$ cat src/rtl/byte_alu_pkg.sv
package byte_alu_pkg;
  localparam int unsigned OP_W   = 5;
  localparam int unsigned FLAG_W = 5;
  localparam int unsigned FL_C   = 0;
  localparam int unsigned FL_DC  = 1;
  localparam int unsigned FL_Z   = 2;
  localparam int unsigned FL_OV  = 3;
  localparam int unsigned FL_N   = 4;

  typedef enum logic [OP_W-1:0] {
    OP_ADD_F  = 5'd0,  OP_ADD_K  = 5'd1,  OP_ADDC_F = 5'd2,
    OP_SUB_F  = 5'd3,  OP_SUBB_F = 5'd4,  OP_SUBB_W = 5'd5,  OP_SUB_K = 5'd6,
    OP_AND_F  = 5'd7,  OP_AND_K  = 5'd8,  OP_OR_F   = 5'd9,  OP_OR_K  = 5'd10,
    OP_XOR_F  = 5'd11, OP_XOR_K  = 5'd12, OP_COM    = 5'd13,
    OP_INC    = 5'd14, OP_DEC    = 5'd15, OP_NEG    = 5'd16,
    OP_RLC    = 5'd17, OP_RRC    = 5'd18, OP_RLN    = 5'd19, OP_RRN   = 5'd20,
    OP_SWAP   = 5'd21, OP_CLR    = 5'd22, OP_SET    = 5'd23, OP_MOV   = 5'd24,
    OP_MUL_F  = 5'd25, OP_MUL_K  = 5'd26, OP_DAW    = 5'd27
  } alu_op_e;

  localparam logic [FLAG_W-1:0] M_ALL  = 5'b11111;
  localparam logic [FLAG_W-1:0] M_NZ   = 5'b10100;
  localparam logic [FLAG_W-1:0] M_NZC  = 5'b10101;
  localparam logic [FLAG_W-1:0] M_Z    = 5'b00100;
  localparam logic [FLAG_W-1:0] M_C    = 5'b00001;
  localparam logic [FLAG_W-1:0] M_NONE = 5'b00000;

  function automatic logic is_arith(input logic [OP_W-1:0] op);
    return (op <= OP_SUB_K) || (op == OP_INC) || (op == OP_DEC) || (op == OP_NEG);
  endfunction

  function automatic logic [FLAG_W-1:0] flag_mask(input logic [OP_W-1:0] op);
    logic [FLAG_W-1:0] m;
    case (op)
      OP_AND_F, OP_AND_K, OP_OR_F, OP_OR_K, OP_XOR_F, OP_XOR_K,
      OP_COM, OP_RLN, OP_RRN, OP_MOV:                              m = M_NZ;
      OP_RLC, OP_RRC:                                              m = M_NZC;
      OP_CLR:                                                      m = M_Z;
      OP_DAW:                                                      m = M_C;
      default:                                                     m = is_arith(op) ? M_ALL : M_NONE;
    endcase
    return m;
  endfunction
endpackage

$ cat src/rtl/byte_alu_addsub.sv
module byte_alu_addsub #(
  parameter int unsigned WIDTH = 8
) (
  input  logic [WIDTH-1:0] a_i,
  input  logic [WIDTH-1:0] b_i,
  input  logic             cin_i,
  output logic [WIDTH-1:0] sum_o,
  output logic             c_o,
  output logic             dc_o,
  output logic             ov_o
);
  localparam int unsigned HALF = WIDTH / 2;

  logic [WIDTH:0] full;
  logic [HALF:0]  low;

  assign full  = {1'b0, a_i} + {1'b0, b_i} + {{WIDTH{1'b0}}, cin_i};
  assign low   = {1'b0, a_i[HALF-1:0]} + {1'b0, b_i[HALF-1:0]} + {{HALF{1'b0}}, cin_i};
  assign sum_o = full[WIDTH-1:0];
  assign c_o   = full[WIDTH];
  assign dc_o  = low[HALF];
  // overflow: like-signed operands, result sign differs
  assign ov_o  = (a_i[WIDTH-1] == b_i[WIDTH-1]) && (sum_o[WIDTH-1] != a_i[WIDTH-1]);
endmodule

$ cat src/rtl/byte_alu_bitops.sv
module byte_alu_bitops
  import byte_alu_pkg::*;
#(
  parameter int unsigned WIDTH = 8
) (
  input  logic [OP_W-1:0]  op_i,
  input  logic [WIDTH-1:0] w_i,
  input  logic [WIDTH-1:0] f_i,
  input  logic [WIDTH-1:0] k_i,
  input  logic             c_i,
  output logic [WIDTH-1:0] res_o,
  output logic             c_o
);
  localparam int unsigned HALF = WIDTH / 2;

  always_comb begin
    res_o = '0;
    c_o   = c_i;
    case (op_i)
      OP_AND_F: res_o = w_i & f_i;
      OP_AND_K: res_o = w_i & k_i;
      OP_OR_F:  res_o = w_i | f_i;
      OP_OR_K:  res_o = w_i | k_i;
      OP_XOR_F: res_o = w_i ^ f_i;
      OP_XOR_K: res_o = w_i ^ k_i;
      OP_COM:   res_o = ~f_i;
      OP_MOV:   res_o = f_i;
      OP_RLC: begin
        res_o = {f_i[WIDTH-2:0], c_i};
        c_o   = f_i[WIDTH-1];
      end
      OP_RRC: begin
        res_o = {c_i, f_i[WIDTH-1:1]};
        c_o   = f_i[0];
      end
      OP_RLN:   res_o = {f_i[WIDTH-2:0], f_i[WIDTH-1]};
      OP_RRN:   res_o = {f_i[0], f_i[WIDTH-1:1]};
      OP_SWAP:  res_o = {f_i[HALF-1:0], f_i[WIDTH-1:HALF]};
      OP_CLR:   res_o = '0;
      OP_SET:   res_o = '1;
      default:  res_o = '0;
    endcase
  end
endmodule

$ cat src/rtl/byte_alu_decadj.sv
module byte_alu_decadj #(
  parameter int unsigned WIDTH = 8
) (
  input  logic [WIDTH-1:0] w_i,
  input  logic             c_i,
  input  logic             dc_i,
  output logic [WIDTH-1:0] res_o,
  output logic             c_o
);
  localparam int unsigned HALF = WIDTH / 2;
  localparam int unsigned HIW  = WIDTH - HALF;

  logic             lo_fix, hi_fix;
  logic [WIDTH-1:0] corr;
  logic [WIDTH:0]   sum;

  assign lo_fix = (w_i[HALF-1:0] > HALF'(9)) || dc_i;
  assign hi_fix = (w_i[WIDTH-1:HALF] > HIW'(9)) || c_i;
  assign corr   = {(hi_fix ? HIW'(6) : HIW'(0)), (lo_fix ? HALF'(6) : HALF'(0))};
  assign sum    = {1'b0, w_i} + {1'b0, corr};
  assign res_o  = sum[WIDTH-1:0];
  assign c_o    = sum[WIDTH] | c_i;
endmodule

$ cat src/rtl/byte_alu.sv
module byte_alu
  import byte_alu_pkg::*;
#(
  parameter int unsigned WIDTH = 8
) (
  input  logic                 clk_i,
  input  logic                 rst_ni,
  input  logic                 op_valid_i,
  input  logic [OP_W-1:0]      op_i,
  input  logic [WIDTH-1:0]     w_i,
  input  logic [WIDTH-1:0]     f_i,
  input  logic [WIDTH-1:0]     k_i,
  output logic [WIDTH-1:0]     result_o,
  output logic [2*WIDTH-1:0]   prod_o,
  output logic [FLAG_W-1:0]    status_o
);
  localparam int unsigned PW = 2 * WIDTH;

  logic [FLAG_W-1:0] status_q;
  logic [PW-1:0]     prod_q;
  logic              c_cur, dc_cur;

  assign c_cur  = status_q[FL_C];
  assign dc_cur = status_q[FL_DC];

  // adder operand steering; subtraction as a + ~b + cin
  logic [WIDTH-1:0] add_a, add_b;
  logic             add_cin;
  always_comb begin
    add_a   = '0;
    add_b   = '0;
    add_cin = 1'b0;
    case (op_i)
      OP_ADD_F:  begin add_a = w_i; add_b = f_i;  add_cin = 1'b0;  end
      OP_ADD_K:  begin add_a = w_i; add_b = k_i;  add_cin = 1'b0;  end
      OP_ADDC_F: begin add_a = w_i; add_b = f_i;  add_cin = c_cur; end
      OP_SUB_F:  begin add_a = f_i; add_b = ~w_i; add_cin = 1'b1;  end
      OP_SUBB_F: begin add_a = f_i; add_b = ~w_i; add_cin = c_cur; end
      OP_SUBB_W: begin add_a = w_i; add_b = ~f_i; add_cin = c_cur; end
      OP_SUB_K:  begin add_a = k_i; add_b = ~w_i; add_cin = 1'b1;  end
      OP_INC:    begin add_a = f_i; add_b = '0;   add_cin = 1'b1;  end
      OP_DEC:    begin add_a = f_i; add_b = '1;   add_cin = 1'b0;  end
      OP_NEG:    begin add_a = '0;  add_b = ~f_i; add_cin = 1'b1;  end
      default:   ;
    endcase
  end

  logic [WIDTH-1:0] add_sum;
  logic             add_c, add_dc, add_ov;
  byte_alu_addsub #(.WIDTH(WIDTH)) u_addsub (
    .a_i(add_a), .b_i(add_b), .cin_i(add_cin),
    .sum_o(add_sum), .c_o(add_c), .dc_o(add_dc), .ov_o(add_ov)
  );

  logic [WIDTH-1:0] bit_res;
  logic             bit_c;
  byte_alu_bitops #(.WIDTH(WIDTH)) u_bitops (
    .op_i(op_i), .w_i(w_i), .f_i(f_i), .k_i(k_i), .c_i(c_cur),
    .res_o(bit_res), .c_o(bit_c)
  );

  logic [WIDTH-1:0] daw_res;
  logic             daw_c;
  byte_alu_decadj #(.WIDTH(WIDTH)) u_decadj (
    .w_i(w_i), .c_i(c_cur), .dc_i(dc_cur), .res_o(daw_res), .c_o(daw_c)
  );

  logic arith_sel, daw_sel, mul_sel;
  assign arith_sel = is_arith(op_i);
  assign daw_sel   = (op_i == OP_DAW);
  assign mul_sel   = (op_i == OP_MUL_F) || (op_i == OP_MUL_K);

  always_comb begin
    if (arith_sel)    result_o = add_sum;
    else if (daw_sel) result_o = daw_res;
    else              result_o = bit_res;
  end

  logic [FLAG_W-1:0] cand, mask;
  always_comb begin
    cand        = '0;
    cand[FL_N]  = result_o[WIDTH-1];
    cand[FL_Z]  = (result_o == '0);
    cand[FL_OV] = add_ov;
    cand[FL_DC] = add_dc;
    cand[FL_C]  = arith_sel ? add_c : (daw_sel ? daw_c : bit_c);
    mask        = flag_mask(op_i);
  end

  logic [WIDTH-1:0] mul_b;
  logic [PW-1:0]    prod_d;
  assign mul_b  = (op_i == OP_MUL_K) ? k_i : f_i;
  assign prod_d = PW'(w_i) * PW'(mul_b);

  always_ff @(posedge clk_i or negedge rst_ni) begin
    if (!rst_ni) begin
      status_q <= '0;
      prod_q   <= '0;
    end else if (op_valid_i) begin
      status_q <= (cand & mask) | (status_q & ~mask);
      if (mul_sel) prod_q <= prod_d;
    end
  end

  assign status_o = status_q;
  assign prod_o   = prod_q;
endmodule

$ cat config.mk
export PLATFORM = sky130hd
export DESIGN_NAME = byte_alu
export DESIGN_NICKNAME = d
export VERILOG_FILES = /design/src/rtl/byte_alu_pkg.sv /design/src/rtl/byte_alu_addsub.sv /design/src/rtl/byte_alu_bitops.sv /design/src/rtl/byte_alu_decadj.sv /design/src/rtl/byte_alu.sv
export SDC_FILE = /design/constraint.sdc
export NUM_CORES = 1
export LEC_CHECK = 0
export ABC_AREA = 1
export BUFFER_PORTS_ARGS = -buffer_cell sky130_fd_sc_hd__buf_2
export CAP_MARGIN = 20
export CORE_MARGIN = 3
export CORE_UTILIZATION = 65
export CTS_CLUSTER_DIAMETER = 200
export DETAILED_ROUTE_END_ITERATION = 12
export GPL_TIMING_DRIVEN = 0
export HOLD_SLACK_MARGIN = 0.03
export MAX_ROUTING_LAYER = met4
export PLACE_DENSITY_LB_ADDON = 0.25
export REMOVE_ABC_BUFFERS = 1
export SYNTH_ARGS = -nofsm -noshare
export SYNTH_HDL_FRONTEND = slang
export SYNTH_SLANG_ARGS = --single-unit
export TNS_END_PERCENT = 30
$ cat constraint.sdc
create_clock -name clk_i -period 9.3 [get_ports clk_i]
set_input_delay 1.86 -clock clk_i [delete_from_list [all_inputs] [get_ports clk_i]]
set_output_delay 1.86 -clock clk_i [all_outputs]
set_load 0.02 [all_outputs]
# Yosys cells after proc, flatten, opt, wreduce, memory -nomap -nowiden
# Cells that the tools add are included.
dict set report totals {
  regBits 21
  in_bits 32
  out_inout_bits 29
  word_cells 86
}
dict set report op_classes {
  n_bitwise 13
  n_addsub 5
  eq_ne 29
  magnitude_cmp 3
  n_mux 14
  n_reduce_logical 19
  multipliers 1
}
# op n
set ops {}
lappend ops {{$pmux 8 s14} 1}
lappend ops {{$eq 5x5->1 const B} 12}
lappend ops {{$eq 5x4->1 const B} 8}
lappend ops {{$pmux 8 s5} 1}
lappend ops {{$mux 8} 3}
lappend ops {{$pmux 8 s3} 1}
lappend ops {{$eq 5x3->1 const B} 4}
lappend ops {{$pmux 5 s4} 1}
lappend ops {{$add 8x8->9} 2}
lappend ops {{$and 8x8->8} 2}
lappend ops {{$mul 8x8->16} 1}
lappend ops {{$not 8->8} 2}
lappend ops {{$or 8x8->8} 2}
lappend ops {{$xor 8x8->8} 2}
lappend ops {{$reduce_or 4->1} 3}
lappend ops {{$and 5x5->5} 2}
lappend ops {{$eq 5x2->1 const B} 2}
lappend ops {{$reduce_or 10->1} 1}
lappend ops {{$add 9x1->9} 1}
lappend ops {{$gt 4x4->1 const B} 2}
lappend ops {{$logic_not 8->1} 1}
lappend ops {{$logic_or 1x1->1} 6}
lappend ops {{$mux 3} 2}
lappend ops {{$reduce_or 2->1} 3}
lappend ops {{16 further kinds} 19}

# Depth between registers and ports, before layout
# Gate-level depths: netlist of the first run.
dict set report logic_depth {
  depth_word 9
  depth_mapped 28
  ltp_nobuf 27
}

# By module
# Synthesis of the first run repeated with hierarchy kept, for this count alone.
dict set report hier_totals {
  hier_cells 955
  area_unflattened_um2 5963.2
}
# module area_each_um2 seq_area_each_um2 cells_per_inst n_inst
set by_module_without_submodules {}
lappend by_module_without_submodules {byte_alu 3970.1 525.5 578 1}
lappend by_module_without_submodules {byte_alu_bitops 1366.3 0.0 275 1}
lappend by_module_without_submodules {byte_alu_addsub 354.1 0.0 56 1}
lappend by_module_without_submodules {byte_alu_decadj 272.8 0.0 46 1}

# Worst setup path before layout of the first run
# Ideal clock, no wire load.
dict set report synth_path {
  path_type {in2reg}
  start {in op_i[4]}
  end {reg prod_q[13] (netlist: prod_o[13])}
  setup_ns 0.119
  path_buffers 3
  arrival_ns 6.465
  stages 23
  path_slack_ns 2.716
  required_ns 9.181
  cell_sequence {buf_4 clkbuf_1 nand2_1 nor2_4 buf_4 o21a_1 nand2_1 fa_1 fa_1 inv_1 fa_1 inv_1 fa_1 inv_1 ha_1 nand2_1 nand2_1 a21oi_1 o21ai_0 a21oi_1 or2_2 nand3_1 nand2_1}
}
dict set report synth_between {
  elab_chain_cells 3
  word_cells_on_any_way 6
  cone_classes {mul (1); eq/ne (2); mux (1); reduce/logical (2)}
}
# element line
set synth_lines {}
lappend synth_lines {{from (decl)} byte_alu.sv:9} ;# input logic [OP_W-1:0] op_i,
lappend synth_lines {{$eq 5x5->1, on equally long branches} {byte_alu.sv:71, byte_alu.sv:92}}
lappend synth_lines {{$mux 8 or $logic_or 1x1->1 (tied branches)} {byte_alu.sv:92, byte_alu.sv:71}}
lappend synth_lines {{$mul 8x8->16 or $reduce_and 2->1 (tied branches)} n/a}
lappend synth_lines {{to (signal assigned)} byte_alu.sv:101} ;# if (mul_sel) prod_q <= prod_d;
lappend synth_lines {{to (decl)} byte_alu.sv:20} ;# logic [PW-1:0] prod_q;
# Parallel ways exist; a longest one is shown, timed or not.
# A chain may end at the register's enable or synchronous reset.

# Worst setup path after layout of the first run
dict set report layout_path {
  start {in op_i[1]}
  end {reg prod_q[13] (netlist: prod_o[13])}
}
# The elaborated chain is that of the path after synthesis.

==> results of run 1 <==
stage by stage:
stage	utilization (%)	worst slack, ps	area (um^2)	hold WS, ps	power [mW]
6_report	72.64	1788	5729	490.7	0.8421
5_1_grt	72.64	1476	5729	511.2	0.9202
4_1_cts	72.60	1911	5727	486.1	0.8291
3_5_place_dp	71.99	1639	5678	459.7	0.7576
3_3_place_gp	71.99	1709	5678	457.0	0.7303
2_1_floorplan	-	2675	5250	591.2	0.5778
power by group:
part           internal, mW  switching [mW]  leakage [nW]
registers             0.122          0.0169         0.272
clock network        0.0305          0.0358        0.0217
logic                 0.222           0.415          2.94
cell families (layout without fill, tap and decap cells):
| family | count (synthesis) | after routing | synth area share (%) |
|---|---|---|---|
| compound gates | 126 | 126 | 14.06 |
| flops | 21 | 21 | 9.758 |
| simple gates | 465 | 465 | 37.01 |
| other cells | 0 | 1 | 0 |
| fa+ha+maj | 86 | 86 | 25.42 |
| xor+xnor | 10 | 10 | 1.627 |
| buf+inv | 164 | 202 | 12.13 |
cell type report:
type	instances	area share (%)
flip-flops and latches	21	9.172
clock buffers	3	0.7207
multi-input cells	687	73.42
repair buffers	60	5.241
clock inverters	1	0.1310
well taps	102	2.228
inverters	138	9.041
diodes	1	0.04368
metal layers:
metal | routed length [um] | up-vias
li1 | - | 2886
met1 | 7237 | 2848
met2 | 7667 | 491
met3 | 2786 | 51
met4 | 476 | 0
met5 | 0 | -
worst min-delay path by stage:
stage,startpoint,to,depth (start not counted)
2_1_floorplan,prod_o[1],prod_o[1],2
3_3_place_gp,prod_o[13],prod_o[13],2
3_5_place_dp,prod_o[2],prod_o[2],2
4_1_cts,prod_o[15],prod_o[15],2
5_1_grt,prod_o[15],prod_o[15],2
6_report,prod_o[1],prod_o[1],2
critical path: cells and delay by family:
family	cells	cell delay [ps]
compound gates	4	650
simple gates	12	2220
buf+inv	5	530
fa+ha+maj	5	2400
layout by cell type, fill, tap and decap left out, types with 9 or more instances in the layout:
master and count:
sky130_fd_sc_hd__o211ai_1 10, sky130_fd_sc_hd__nand2_1 238, sky130_fd_sc_hd__a21oi_1 39, sky130_fd_sc_hd__inv_2 14
sky130_fd_sc_hd__o221ai_1 10, sky130_fd_sc_hd__ha_1 47, sky130_fd_sc_hd__o21ai_1 9, sky130_fd_sc_hd__nand4_1 18
sky130_fd_sc_hd__buf_2 60, sky130_fd_sc_hd__nand3_1 64, sky130_fd_sc_hd__dfrtp_1 21, sky130_fd_sc_hd__o21ai_0 36
sky130_fd_sc_hd__inv_1 117, sky130_fd_sc_hd__nor2_1 114, sky130_fd_sc_hd__fa_1 39
==> flow_results.org, run 1 <==
** Run status
- Result of the run :: finished clean

** Setup path
- Among all stages on the critical path, the largest delay is contributed by sky130_fd_sc_hd__fa_1.
- Startpoint type of the worst setup path :: input port
- At the worst endpoint, the required time is 9470 ps.
- Setup slack on the worst reg-to-reg path comes out at 6600 ps.
- Highest cell delay on the worst timing path :: 550 ps
- Startpoint of the most critical setup path :: op_i[1]
- Counting stages on the worst path, the most repeated cell is sky130_fd_sc_hd__nand2_1.
- Critical path class :: input port to flop
- Worst Path Max Fanout :: 16
- Critical path data arrival time :: 7680 ps
- Measured in cells, the most critical reg-to-reg path has a length of 18.
- The worst setup path is captured at a flop.
- The critical path ends at prod_o[13].

** Synthesis
- Synthesis-stage register bit count :: 21
- Synth async-reset ratio :: 100.0%
- Part of the Yosys area used for sequential elements :: 9.758%
- Synthesis produced a netlist whose cell count is 872.
- In the synthesized netlist the dominant register cell turns out to be sky130_fd_sc_hd__dfrtp_1.
- For this run, the number of Yosys warnings is 0.
- Count of flip-flops with a built-in enable after synthesis :: 0
- Average size of a mapped cell :: 6.176 um^2
- List of most frequent post-synthesis cells :: sky130_fd_sc_hd__nand2_1 (238), sky130_fd_sc_hd__inv_1 (117), sky130_fd_sc_hd__nor2_1 (114)
- Synthesized area :: 5385 um^2
- Yosys instantiated no cell more often than sky130_fd_sc_hd__nand2_1.
- Synth area leaders :: sky130_fd_sc_hd__nand2_1 (17%), sky130_fd_sc_hd__fa_1 (14%), sky130_fd_sc_hd__ha_1 (11%)
- After synthesis, the netlist uses 44 different library cells.
- In this run the biggest area consumer among cell types represents 16.59% of the synthesized area.
- sky130_fd_sc_hd__nand2_1 takes more of the synthesized area than any other cell.

** Routing
- Via Count :: 6276
- Number of vias per cell :: 6.195
- After the first detailed-routing iteration, the DRC count stood at 783.
- After detailed routing, the average wire length per cell comes to 17.93 um.
- In this run the remaining antenna-violating nets after routing total 0.
- The pre-antenna-repair detailed-routing pass consisted of 9 iterations.
- Wires add up to 18.17 mm.
- For this run, design rule violations remaining after detail routing come to 0.

** Global routing
- Pin count of the biggest net entering global routing :: 25
- Busiest metal layer after global routing :: met2
- GR Layer Usage met3 :: 9.661%
- All-Layer GR Usage :: 39.23%
- Global routing consumed, on the met2 layer, 55.89% of the routing resources.
- For met1 alone, demand over resource in global routing was 54.16%.
- Summed over all layers, the global routing overflow is 0.
- The first global-routing pass estimated 29.67 mm of wire.
- The via count of the first global-routing pass is 6133.
- Antenna violations before repair :: 1

** Timing
- Headroom to the max-slew limit came out at 48.75%.
- Period utilisation layout :: 80.78%
- The worst path in the final design needs a cycle of 7512 ps, including I/O delays and setup.
- At the pin with the least slew margin, the transition time is 766.8 ps.
- Setup repair after global routing left no endpoint under its margin.
- F_max :: 133.1 MHz
- Number of pins with negative max-slew slack in the final report :: 0
- The number of hold violations in the final report came to 0.
- Setup violators final :: 0
- Clock Skew :: 0.3683 ps
- Aggregate negative setup slack :: 0 ps

** Layout
- Final Non-Filler Cells :: 1013
- Compared with the post-synthesis result, the final layout area differs by 6.389%.
- Multi-input gate area :: 4207 um^2
- Counting the fill cells in the layout gives 676.
- Layout cell share with drive strength beyond 1 :: 10.88%
- Nets :: 1029
- FF/Latch Area :: 525.5 um^2

** Clock tree
- Counting every sink on the clock net gives 21.
- Maximum number of buffers from clock root to sink :: 2
- Number of setup buffers added after CTS :: 0
- Worst-skew pair later-pin latency :: 280 ps
- PostCTS Resize Cnt :: 0
- CTS built an H-tree with a depth of 1.
- Register clock-pin slew on the reported worst setup and hold paths :: 90 ps
- Clock tree synthesis inserted a total of 3 buffers.
- Count of hold-fix buffers inserted at cts :: 0
- Clock tree from TritonCTS :: built
- In this run the clock root is driven by a sky130_fd_sc_hd__clkbuf_8.

** Pwr
- Power per Cell Area :: 147.0 nW/um^2
- P_leak :: 3.236 nW
- VDD IR-drop max :: 187.0 uV

** Floorplan
- Initial core utilization :: 68.27%
- For this design the top-level I/O count stands at 61.
- The die is 97.02 um tall.
- The floorplan has 32 rows.
- Floorplan core area :: 7888 um^2
- X dimension of the die :: 97.02 um
- Die Area :: 9413 um^2

** Run
- Max-cap violations in this run came to 0.

** Placement
- In this run, placement finished with an instance count of 1008.
- Sum of net half-perimeters after detailed placement :: 14.37 mm
- The count of buffers added on input and output ports is 60.
- The congestion estimate from routability-driven global placement came to 1.051.

** Worst hold path
- Class of the tightest hold or removal check :: flop to flop
Power figures use the tool's default switching activity.
==> run 2: changes to the inputs <==
--- a/config.mk
+++ b/config.mk
@@ -9,7 +9,7 @@
 export BUFFER_PORTS_ARGS = -buffer_cell sky130_fd_sc_hd__buf_2
 export CAP_MARGIN = 20
 export CORE_MARGIN = 3
-export CORE_UTILIZATION = 65
+export CORE_UTILIZATION = 62
 export CTS_CLUSTER_DIAMETER = 200
 export DETAILED_ROUTE_END_ITERATION = 12
 export GPL_TIMING_DRIVEN = 0
==> constraint.sdc (replaced) <==
create_clock -name clk_i -period 7.65 [get_ports clk_i]
set_input_delay 1.53 -clock clk_i [delete_from_list [all_inputs] [get_ports clk_i]]
set_output_delay 1.53 -clock clk_i [all_outputs]
set_load 0.02 [all_outputs]
==> run 2 against run 1 <==
- register-to-register slack got worse by 1700 ps
- via count rose by 0.48%
- sequential power rose by 21%
- flip-flop and latch count did not move
- global-route usage rose by 1.1 points
- design area barely moved
- cell count rose by 0.20%
- combinational power rose by 26%
- total power rose by 24%
- clock-buffer cell count did not move
- largest cell class unchanged
- critical path type unchanged
- first-iteration DRC count fell by 7.5%
==> flow_results.org, run 2 (same netlist as run 1, synthesis figures left out) <==
** Setup path
- The maximum fanout count along the critical path came to 16 (unchanged).
- Register-to-register setup slack :: 4930 ps (was 6600 ps)
- The worst path required time came to 7810 ps (was 9470 ps).
- Startpoint of the most critical setup path :: op_i[1] (unchanged)
- Critical path data arrival time :: 7420 ps (was 7680 ps)
- Startpoint type of the worst setup path :: input port (unchanged)
- The classification of the worst setup path is input port to flop (unchanged).
- The kind of end point of the critical path was a flop (unchanged).
- The number of cells traversed by the worst register-to-register path was 19 (was 18).

** Global routing
- The wire length of the first global-routing pass came to 30.78 mm (was 29.67 mm).
- Vias in the first global route :: 6113 (was 6133)
- The maximum number of pins on one net before global-route repair is 25 (unchanged).
- The global routing usage summed across all routing layers is 40.29% (was 39.23%).
- The total global routing overflow was 0 (unchanged).
- The initial antenna violation count was 0 (was 1).

** Layout
- Signed area change from the synthesized netlist to the final layout :: 6.413% (was 6.389%)
- The count of filler cells inserted in the layout was 748 (was 676).
- Nets :: 1029 (unchanged)
- The leading cell type in the layout, fill and taps excluded is sky130_fd_sc_hd__nand2_1 (unchanged).
- The number of antenna repair diodes came to 0 (was 1).
- The fraction of layout cells with a size suffix above 1 was 10.88% (unchanged).
- Commonest cells after routing, fill and taps aside: sky130_fd_sc_hd__nand2_1 (238), sky130_fd_sc_hd__inv_1 (117), sky130_fd_sc_hd__nor2_1 (114) (unchanged).

** Clock tree
- Number of setup buffers added after CTS :: 0 (unchanged)
- H-tree Lvls :: 1 (unchanged)
- The TritonCTS clock tree was built (unchanged).
- PostCTS Resize Cnt :: 0 (unchanged)
- Count of hold-fix buffers inserted at cts :: 0 (unchanged)
- The root buffer selected by CTS is sky130_fd_sc_hd__clkbuf_8 (unchanged).
- The total number of clock tree sinks came to 21 (unchanged).
- The number of buffers created by CTS is 3 (unchanged).
- The insertion delay of the later-clocked pin in the worst-skew pair is 260 ps (was 280 ps).
- Maximum number of buffers from clock root to sink :: 2 (unchanged)
- Register clock-pin slew on the reported worst setup and hold paths :: 80 ps (was 90 ps)

** Floorplan
- The die outline height is 99.20 um (was 97.02 um).
- The count of pins on the block boundary was 61 (unchanged).
- The placeable core region was 8341 um^2 (was 7888 um^2).
- The horizontal extent of the die was 99.20 um (was 97.02 um).
- Standard-cell row count :: 33 (was 32)
- The total die area was 9840 um^2 (was 9413 um^2).
- The initial core utilization is 64.57% (was 68.27%).

** Pwr
- The leakage dissipation was 3.236 nW (about the same).
- The ratio of total power to cell area is 182.3 nW/um^2 (was 147.0 nW/um^2).
- VDD IR-drop max :: 254.1 uV (was 187.0 uV)

** Timing
- Number of pins with negative max-slew slack in the final report :: 0 (unchanged)
- The worst hold slack after final layout came to 480.8 ps (was 490.7 ps).
- Setup repair after global routing missed its margin :: false (unchanged)
- Based on the critical path, the design can be clocked at up to 137.6 MHz.
- Final Hold Vio Count :: 0 (unchanged)
- The count of endpoints failing setup in the final report was 0 (unchanged).
- Final critical-path required period :: 7266 ps
- Aggregate negative setup slack :: 0 ps (unchanged)
- Period utilisation layout :: 94.98%
- The worst max-slew margin expressed relative to the limit came to 49.13% (was 48.75%).
- The largest clock skew in the final design came to 0.5919 ps (was 0.3683 ps).
- Worst slew pin tran :: 761.2 ps (was 766.8 ps)

** Routing
- Number of detailed-routing iterations run before antenna repair :: 5 (was 9)
- Number of vias per cell :: 6.213 (was 6.195)
- The via count is 6306 (was 6276).
- Remaining design rule violation count :: 0 (unchanged)
- The average routed wire per standard cell was 18.64 um (was 17.93 um).
- The number of DRC markers after the initial detailed-route iteration is 724 (was 783).
- The total wirelength of the detailed-routed design was 18.92 mm (was 18.17 mm).
- Antenna Violating Nets Remaining :: 0 (unchanged)

** Run
- The number of max-cap violations is 0 (unchanged).

** Placement
- The last weighted congestion value of the routability-driven placer came to 1.185 (was 1.051).
- The number of port buffers came to 60 (unchanged).
- The placed wire-length estimate came to 14.85 mm (was 14.37 mm).

** Worst hold path
- The worst hold path depth is 2 (unchanged).
- Class of the tightest hold or removal check :: flop to flop (unchanged)
- The launch instance of the worst min-delay path is prod_o[2] (was prod_o[1]).

** Run status
- Result of the run :: finished clean (unchanged)
==> run 2: cell count changes in the layout (fill, tap and decap cells not counted), sizes merged <==
cell   previous run  this run
diode             1         0
==> run 2: path summary, 6_finish.rpt <==
| path | endpoint |
|---|---|
| min | prod_o[2] |
| max reg2reg | flop |
| min reg2reg | prod_o[2] |
| max | prod_o[13] |
| min in group asynchronous | prod_o[11] |
| max in group asynchronous | prod_o[13] |
==> run 2: area by class of cell <==
cell class,instances,area [um^2],share of cell area (%)
timing repair buffer,60,300.3,5.240
inverter,138,518.0,9.039
multi-input combinational,687,4207,73.41
sequential,21,525.5,9.170
clock buffer,3,41.29,0.7205
tap,105,131.4,2.293
clock inverter,1,7.507,0.1310
==> run 2: where the power goes <==
| group | internal (mW) | switching [mW] | total [mW] |
|---|---|---|---|
| sequential | 0.148 | 0.0202 | 0.168 |
| clock | 0.0369 | 0.0393 | 0.0762 |
| combinational | 0.273 | 0.527 | 0.800 |
| total | 0.458 | 0.587 | 1.04 |
==> run 2: per-layer routing <==
metal,vias to the layer above,global-route usage (%),part of all wire [%]
met5,-,-,0
met4,0,10.71,2.7
met3,75,7.784,15
met2,480,58.88,43
met1,2863,57.28,39
li1,2888,-,-
==> run 2: through the flow <==
stage | util, % | cells | cell area (um^2) | power [mW] | setup slack, ps
global placement | 68.12 | 1011 | 5682 | 0.9057 | 363.9
floorplan | - | 846 | 5250 | 0.7024 | 1355
CTS | 68.71 | 1015 | 5731 | 1.027 | 566.8
finish | 68.71 | 1015 | 5731 | 1.045 | 384.1
detailed placement | 68.12 | 1011 | 5682 | 0.9440 | 317.4
global route | 68.71 | 1015 | 5731 | 1.145 | 21.02
==> run 2: critical path: stages <==
cell and delay [ps]:
sky130_fd_sc_hd__buf_2 180, sky130_fd_sc_hd__inv_2 90, sky130_fd_sc_hd__nor2_2 550, sky130_fd_sc_hd__nand2_1 250, sky130_fd_sc_hd__nor2_4 410, sky130_fd_sc_hd__nand2_1 90
sky130_fd_sc_hd__o21a_1 150, sky130_fd_sc_hd__inv_1 210, sky130_fd_sc_hd__nor2_1 110, sky130_fd_sc_hd__fa_1 470, sky130_fd_sc_hd__fa_1 540, sky130_fd_sc_hd__inv_1 50
sky130_fd_sc_hd__fa_1 470, sky130_fd_sc_hd__fa_1 540, sky130_fd_sc_hd__inv_1 60, sky130_fd_sc_hd__ha_1 360, sky130_fd_sc_hd__nand3b_1 90, sky130_fd_sc_hd__nand2_1 120
sky130_fd_sc_hd__nand2_1 100, sky130_fd_sc_hd__nand2_1 90, sky130_fd_sc_hd__a21oi_1 80, sky130_fd_sc_hd__o21ai_0 330, sky130_fd_sc_hd__a21oi_1 130, sky130_fd_sc_hd__or2_2 290
sky130_fd_sc_hd__nand3_1 70, sky130_fd_sc_hd__nand2_1 60
